**src/rtl/rename_pkg.sv**
```systemverilog
package rename_pkg;
  typedef struct packed {
    logic doAlloc;
    logic doFree;
  } renStrobe_t;
endpackage

```
**src/rtl/rename_ctrl.sv**
```systemverilog
module rename_ctrl
  import rename_pkg::*;
(
  input  logic       renValid,
  input  logic       commitValid,
  input  logic       freeEmpty,
  output logic       renReady,
  output renStrobe_t strobe
);
  always_comb begin
    renReady       = !freeEmpty;
    strobe.doAlloc = renValid && !freeEmpty;
    strobe.doFree  = commitValid;
  end
endmodule

```
**src/rtl/rename_dpath.sv**
```systemverilog
module rename_dpath
  import rename_pkg::*;
#(
  parameter int ARCH_REGS = 32,
  parameter int PHYS_REGS = 128,
  localparam int ARCH_W = $clog2(ARCH_REGS),
  localparam int PHYS_W = $clog2(PHYS_REGS)
) (
  input  logic              clk,
  input  logic              rstN,
  input  renStrobe_t        strobe,
  input  logic [ARCH_W-1:0] srcA,
  input  logic [ARCH_W-1:0] srcB,
  input  logic [ARCH_W-1:0] dstArch,
  input  logic [PHYS_W-1:0] commitPhys,
  output logic [PHYS_W-1:0] physA,
  output logic [PHYS_W-1:0] physB,
  output logic [PHYS_W-1:0] prevDst,
  output logic [PHYS_W-1:0] physDst,
  output logic              freeEmpty
);
  localparam int FREE_DEPTH = PHYS_REGS - ARCH_REGS;
  localparam int PTR_W      = $clog2(FREE_DEPTH);
  localparam int CNT_W      = $clog2(FREE_DEPTH + 1);

  logic [PHYS_W-1:0] mapTbl   [ARCH_REGS];
  logic [PHYS_W-1:0] freeSlot [FREE_DEPTH];
  logic [PTR_W-1:0]  headPtr, tailPtr;
  logic [CNT_W-1:0]  freeCnt;

  function automatic logic [PTR_W-1:0] bumpPtr(input logic [PTR_W-1:0] p);
    return (p == PTR_W'(FREE_DEPTH - 1)) ? '0 : p + PTR_W'(1);
  endfunction

  // Lookups see pre-update state
  assign physA     = mapTbl[srcA];
  assign physB     = mapTbl[srcB];
  assign prevDst   = mapTbl[dstArch];
  assign physDst   = freeSlot[headPtr];
  assign freeEmpty = (freeCnt == '0);

  for (genvar i = 0; i < ARCH_REGS; i++) begin : gMap
    always_ff @(posedge clk) begin
      if (!rstN)
        mapTbl[i] <= PHYS_W'(i);
      else if (strobe.doAlloc && dstArch == ARCH_W'(i))
        mapTbl[i] <= physDst;
    end
  end

  for (genvar k = 0; k < FREE_DEPTH; k++) begin : gFree
    always_ff @(posedge clk) begin
      if (!rstN)
        freeSlot[k] <= PHYS_W'(ARCH_REGS + k);
      else if (strobe.doFree && tailPtr == PTR_W'(k))
        freeSlot[k] <= commitPhys;
    end
  end

  always_ff @(posedge clk) begin
    if (!rstN) begin
      headPtr <= '0;
      tailPtr <= '0;
      freeCnt <= CNT_W'(FREE_DEPTH);
    end else begin
      if (strobe.doAlloc) headPtr <= bumpPtr(headPtr);
      if (strobe.doFree)  tailPtr <= bumpPtr(tailPtr);
      case ({strobe.doAlloc, strobe.doFree})
        2'b10:   freeCnt <= freeCnt - CNT_W'(1);
        2'b01:   freeCnt <= freeCnt + CNT_W'(1);
        default: freeCnt <= freeCnt;
      endcase
    end
  end

  assert_alloc_step_R4: assert property (@(posedge clk) disable iff (!rstN)
    (strobe.doAlloc && !strobe.doFree) |=> freeCnt == $past(freeCnt) - CNT_W'(1));
  assert_map_install_R5: assert property (@(posedge clk) disable iff (!rstN)
    strobe.doAlloc |=> mapTbl[$past(dstArch)] == $past(physDst));
  assert_no_alloc_empty_R7: assert property (@(posedge clk) disable iff (!rstN)
    freeEmpty |-> !strobe.doAlloc);
  assert_no_overflow_R8: assert property (@(posedge clk) disable iff (!rstN)
    (strobe.doFree && !strobe.doAlloc) |-> freeCnt < CNT_W'(FREE_DEPTH));
  assert_balanced_R9: assert property (@(posedge clk) disable iff (!rstN)
    (strobe.doAlloc && strobe.doFree) |=> freeCnt == $past(freeCnt));
  assert_free_step_R10: assert property (@(posedge clk) disable iff (!rstN)
    (strobe.doFree && !strobe.doAlloc) |=> !freeEmpty);
endmodule

```
**src/rtl/rename_map.sv**
```systemverilog
module rename_map
  import rename_pkg::*;
#(
  parameter int ARCH_REGS = 32,
  parameter int PHYS_REGS = 128,
  localparam int ARCH_W = $clog2(ARCH_REGS),
  localparam int PHYS_W = $clog2(PHYS_REGS)
) (
  input  logic              clk,
  input  logic              rstN,
  input  logic              renValid,
  output logic              renReady,
  input  logic [ARCH_W-1:0] srcA,
  input  logic [ARCH_W-1:0] srcB,
  input  logic [ARCH_W-1:0] dstArch,
  output logic [PHYS_W-1:0] physA,
  output logic [PHYS_W-1:0] physB,
  output logic [PHYS_W-1:0] prevDst,
  output logic [PHYS_W-1:0] physDst,
  input  logic              commitValid,
  input  logic [PHYS_W-1:0] commitPhys
);
  renStrobe_t strobe;
  logic       freeEmpty;

  rename_ctrl uCtrl (
    .renValid    (renValid),
    .commitValid (commitValid),
    .freeEmpty   (freeEmpty),
    .renReady    (renReady),
    .strobe      (strobe)
  );

  rename_dpath #(.ARCH_REGS(ARCH_REGS), .PHYS_REGS(PHYS_REGS)) uDpath (
    .clk        (clk),
    .rstN       (rstN),
    .strobe     (strobe),
    .srcA       (srcA),
    .srcB       (srcB),
    .dstArch    (dstArch),
    .commitPhys (commitPhys),
    .physA      (physA),
    .physB      (physB),
    .prevDst    (prevDst),
    .physDst    (physDst),
    .freeEmpty  (freeEmpty)
  );
endmodule

```
**config.mk**
```make
export PLATFORM = sky130hd
export DESIGN_NAME = rename_map
export DESIGN_NICKNAME = d
export VERILOG_FILES = /design/src/rtl/rename_pkg.sv /design/src/rtl/rename_ctrl.sv /design/src/rtl/rename_dpath.sv /design/src/rtl/rename_map.sv
export SDC_FILE = /design/constraint.sdc
export NUM_CORES = 2
export LEC_CHECK = 0
export BUFFER_PORTS_ARGS = -buffer_cell sky130_fd_sc_hd__buf_2
export CAP_MARGIN = 5
export CELL_PAD_IN_SITES_DETAIL_PLACEMENT = 0
export CELL_PAD_IN_SITES_GLOBAL_PLACEMENT = 2
export CORE_MARGIN = 2
export CORE_UTILIZATION = 47
export DETAILED_ROUTE_END_ITERATION = 7
export PLACE_DENSITY_LB_ADDON = 0.1
export SYNTH_ARGS = -nofsm -noshare
export SYNTH_HDL_FRONTEND = slang
export SYNTH_SLANG_ARGS = --single-unit
```
**constraint.sdc**
```tcl
create_clock -name clk -period 3.75 [get_ports clk]
set_input_delay 0.1875 -clock clk [delete_from_list [all_inputs] [get_ports clk]]
set_output_delay 0.1875 -clock clk [all_outputs]
set_load 0.01 [all_outputs]
```
Yosys cells after proc, flatten, opt, wreduce, memory -nomap -nowiden
Memory sizes are Yosys's and may differ from the RTL's. A register that Yosys moved wholly into a read port is not among the register bits.
Cells that the tools add are included.
{"block": "totals", "in_bits": 26, "mem_bits_rw": 896, "out_inout_bits": 29, "regBits": 21, "mem_count": 2}
{"memory": "uDpath.freeSlot", "depth": 96, "width": 7, "read_ports": 1, "rd_ports_with_merged_regs": 1, "wr": 96, "line": "rename_dpath.sv:27", "source": "logic [PHYS_W-1:0] freeSlot [FREE_DEPTH];"}
{"memory": "uDpath.mapTbl", "depth": 32, "width": 7, "read_ports": 3, "rd_ports_with_merged_regs": 0, "wr": 32, "line": "rename_dpath.sv:26", "source": "logic [PHYS_W-1:0] mapTbl [ARCH_REGS];"}
{"block": "op_classes", "n_addsub": 4, "bitwise_logic": 128, "muxes": 518, "eq_ne": 129, "reduce_logical": 134}
{"op": "2-to-1 mux 7 bit", "n": 132}
{"op": "2-to-1 mux 1 bit", "n": 385}
{"op": "== test 7 bit, second input constant", "n": 33}
{"op": "== test 7 x 6 -> 1 bit, second input constant", "n": 32}
{"op": "logical AND 1 bit", "n": 129}
{"op": "bitwise OR 1 bit", "n": 128}
{"op": "== test 7 x 5 -> 1 bit, second input constant", "n": 16}
{"op": "== test 5 bit, second input constant", "n": 16}
{"op": "== test 7 x 4 -> 1 bit, second input constant", "n": 8}
{"op": "== test 5 x 4 -> 1 bit, second input constant", "n": 8}
{"op": "== test 7 x 3 -> 1 bit, second input constant", "n": 4}
{"op": "adder 7 x 1 -> 7 bit, second input constant", "n": 3}
{"op": "== test 5 x 3 -> 1 bit, second input constant", "n": 4}
{"op": "== test 7 x 2 -> 1 bit, second input constant", "n": 2}
{"op": "logical NOT 7 bit", "n": 2}
{"op": "case mux 7 bit (2 select lines)", "n": 1}
{"op": "== test 5 x 2 -> 1 bit, second input constant", "n": 2}
{"op": "== test 7 x 1 -> 1 bit, second input constant", "n": 1}
{"op": "subtractor 7 x 1 -> 7 bit, second input constant", "n": 1}
{"op": "== test 5 x 1 -> 1 bit, second input constant", "n": 1}
{"op": "logical NOT 5 bit", "n": 1}
{"op": "== test 2 x 1 -> 1 bit, second input constant", "n": 1}
{"op": "== test 2 bit, second input constant", "n": 1}
{"op": "nonzero test 2 bit", "n": 1}
{"op": "logical NOT 1 bit", "n": 1}

Longest topological paths before layout
{"block": "logic_depth", "ltp_word": 8, "ltp_mapped": 12, "ltp_nobuf": 11}

Hierarchy
From an unflattened synthesis, not the netlist that was laid out.
{"block": "hier_totals", "cells_unflattened": 3253, "hier_area_um2": 46174.3}
{"mod": "rename_dpath", "cells_each": 3250, "area_per_inst_um2": 46156.8, "seq_area_each_um2": 27466.3, "n_inst": 1}
{"mod": "rename_ctrl", "cells_each": 3, "area_per_inst_um2": 17.5, "seq_area_each_um2": 0.0, "n_inst": 1}

Worst setup path before layout
No wires, ideal clock.
{"block": "synth_timing", "path_kind": "register -> register", "start": "register uDpath.freeCnt[0]", "end": "register uDpath.freeCnt[6]", "t_required_ps": 3629, "t_arrival_ps": 2960, "path_buffers": 1, "setup_time_ps": 121, "stages_incl_launch_ff": 13, "setup_slack_ps": 669, "path_cell_list": "dfxtp_1 -> nor3_1 -> a21boi_0 -> clkbuf_1 -> inv_1 -> ha_1 -> inv_1 -> ha_1 -> a21o_1 -> a21o_1 -> a211o_1 -> o211ai_1 -> mux2_2"}
{"block": "synth_between", "elab_chain_len": 5}
{"element": "start, declared", "line": "rename_dpath.sv:29", "source": "logic [CNT_W-1:0] freeCnt;"}
{"element": "start signal, assigned", "line": "rename_dpath.sv:64", "source": "freeCnt <= CNT_W'(FREE_DEPTH);"}
{"element": "start signal, assigned", "line": "rename_dpath.sv:69", "source": "2'b10: freeCnt <= freeCnt - CNT_W'(1);"}
{"element": "start signal, assigned", "line": "rename_dpath.sv:70", "source": "2'b01: freeCnt <= freeCnt + CNT_W'(1);"}
{"element": "branches (longest 5 deep; another with adder 7 x 1 -> 7 bit)"}
Several ways; the timed one is not identified.
A chain may end at the register's enable or synchronous reset.

==> metrics.yaml <==
outcome: "finished, final reports clean"
post-route-period-util_pct: 98.3
p_switching_uw: 6090
synth_area_mm2: 0.0470
r2r-end: "uDpath.mapTbl[16][2]"
synth_cells: 3253
finalHoldViolations: 0
dr.pass1.iters: 5
cts_hold_buf: 0
critical_path_class: "reg2out"
hold_class: "in2reg"
antenna_left: 0
dieHeight_um: 320
combPwrFrac_pct: 11.9
r2r_slack_ns: 0.67
arrival_ns: 3.50
ys_seq_area_share_pct: 58.5
grt_max_degree: 81
grt_pass1_wl_mm: 217
final_util_pct: 53.5
clock-sinks: 924
max_freq_ghz: 0.271
finClkSkew_ns: 0.0337
rows: 115
hp-start: "commitValid"
grt_pass1_vias: 31000
remaining_drc_errors: 0
synth-seq-cells: 924
cp-end-kind: "output pin"
seq_power_share_pct: 48.2
final_cell_mix: "edfxtp_1 (896), or3_1 (370), mux4_2 (359)"
fin_setup_tns_ns: 0
dp_hpwl_mm: 98.4
yosysWarnings: 0
die_width_um: 320
place_congestion: 0.963
cellLeakagePower_uw: 0.0174
syn-num-nets: 3292
die-area_mm2: 0.102
track_usage_pct: 29.3
place_worst_setup_slack_ns: 0.322
area_growth_pct: 12.5
io_buffers: 54
viasPerCell: 6.55
num_vias: 30500
clkPwrFrac_pct: 39.9
crit_path_max_fanout: 33
critPathRequiredTime_ns: 3.56
worst_pin_slew_ns: 1.36
final_common_cell: "edfxtp_1"
drive_gt1_share_pct: 26.4
coreArea_mm2: 0.0987
clock_latency_ns: 0.69
htree_levels: 3
vdd.ir_drop.worst_mv: 0.373
slew_headroom_pct: 8.66
clock_tree.root_cell: "clkbuf_16"
finalSetupViolCount: 0
cts.path.max_buffers: 3
syn_area_per_cell_um2: 14.4
synth-edff-count: 896
dp.cells: 4452
synth_cell_types: 56
whs_ns: 0.0652
synth_flop_cell: "edfxtp_1"
stdcell_count: 4657
antenna_found_initial: 7
setup_ws_ns: 0.0627
initial_core_util_pct: 47.6
routed_wl_mm: 150
powerDensity_mw_per_mm2: 465
crit_end: "physDst[1]"
swShare_pct: 24.8
drv_slew: 0
io_pins: 55
cts_buffers: 101
rsz0062_at_grt: "false"
nNetsFinal: 3323
wire_per_inst_um: 32.3
reg2reg_depth: 10
grt_remaining_overflow: 0
async_flop_share_pct: 0
cts_tree: "built"
cp-start-kind: "register"
power.internal_uw: 18500
clk_pin_slew_worst_paths_ns: 0.06
maxCapViolations: 0
drt_iter0_drc: 3317
fin_crit_ns: 3.69
[layer usage]
layer	track usage [%]	vias to the layer above	wire length, µm
li1	-	13100	-
met1	36.7	15700	57300
met2	51.1	1393	76700
met3	3.89	291	9540
met4	12.4	2	6720
met5	0	-	13
[layout make-up]
cell class	count	area, µm²
fillers	8108	45900
flip-flops and latches	924	27500
multi-input cells	1912	17700
repair buffers	334	2810
clock buffers	127	2690
well taps	1287	1610
clock inverters	57	513
inverters	11	41.3
diodes	5	12.5
[cells by family after synthesis]
logic type | after synthesis | synth area share, %
AOI/OAI and AO/OA | 377 | 4.65
xor gates and xnor gates | 14 | 0.261
adders and majority gates | 13 | 0.362
buffers and inverters | 417 | 3.98
DFF | 924 | 58.5
muxes | 459 | 19.4
and+or+nand+nor | 1049 | 12.8
[state kept, by name, indices dropped and copies added (netlist names), named ones only]
name             cells
uDpath.freeCnt       7
uDpath.freeSlot    672
uDpath.headPtr       7
uDpath.mapTbl      224
uDpath.tailPtr       7
[critical path, cell delays in order, from the launching register on]
cell      delay [ns]
dfxtp_4         0.50
buf_4           0.23
buf_4           0.16
mux4_2          0.52
mux2i_1         0.37
a221oi_1        0.21
o21ai_4         0.10
buf_4           0.39
nand2_1         0.14
buf_2           0.17
[power by group through the flow]
stage / Combinational [µW] / Sequential, µW / Clock, µW
floorplan: 1760 / 12000 / 0
global placement: 2770 / 12100 / 0
detailed placement: 2810 / 12100 / 0
CTS: 2890 / 11900 / 9920
global route: 3060 / 11900 / 10300
finish: 2930 / 11900 / 9800
[through the flow]
step,cell area (µm²),total power (µW)
floorplan,47000,13700
global placement,49400,14800
detailed placement,49400,14900
CTS,52800,24700
global route,52800,25300
finish,52800,24600
[cells in the mapped netlist (all sizes together), types with 2 or more instances]
library cell  instances  area, µm²
xor2                 10       87.6
ha                   12        150
or3b                  4       35.0
nand2b                6       37.5
nand4b                3       26.3
nor4                  3       18.8
clkinv                2       7.51
nor3                  6       30.0
nor2                 73        277
a41o                  2       20.0
mux4                359       8090
o221ai                3       26.3
xnor2                 4       35.0
a211oi                3       22.5
a21oi               126        631
mux2                 31        349
or3                 370       2310
clkbuf              285       1070
o21ai               136        681
buf                 121        757
dfxtp                28        561
a22oi                12        133
nor2b                16        100
a31oi                33        206
and2                 14       87.6
a22o                  4       35.0
a221oi               12        105
and3                313       1960
a211o                 2       17.5
nand3                77        385
edfxtp              896      26900
nand4                44        275
o22ai                32        200
o211ai                3       32.5
mux2i                69        691
nand2               114        428
a21o                  5       37.5
inv                   9       33.8
nand3b                3       22.5
[what timing repair did]
action,CTS,global route
gates resized for setup,9,6
pin swaps,1,1
setup buffers,9,3
cloned,1,1
endpoints found under the setup margin,6,5
[how the worst min path moves through the flow]
| stage | endpoint | slack (ns) | depth (start not counted) |
|---|---|---|---|
| floorplan | uDpath.freeCnt[4] | 0.46 | 2 |
| global placement | uDpath.freeCnt[2] | 0.47 | 2 |
| detailed placement | uDpath.freeCnt[2] | 0.49 | 2 |
| CTS | uDpath.tailPtr[1] | 0.02 | 3 |
| global route | uDpath.tailPtr[1] | 0.06 | 3 |
| finish | uDpath.tailPtr[1] | 0.07 | 3 |
Note: power is estimated with default switching activity, not from simulation.
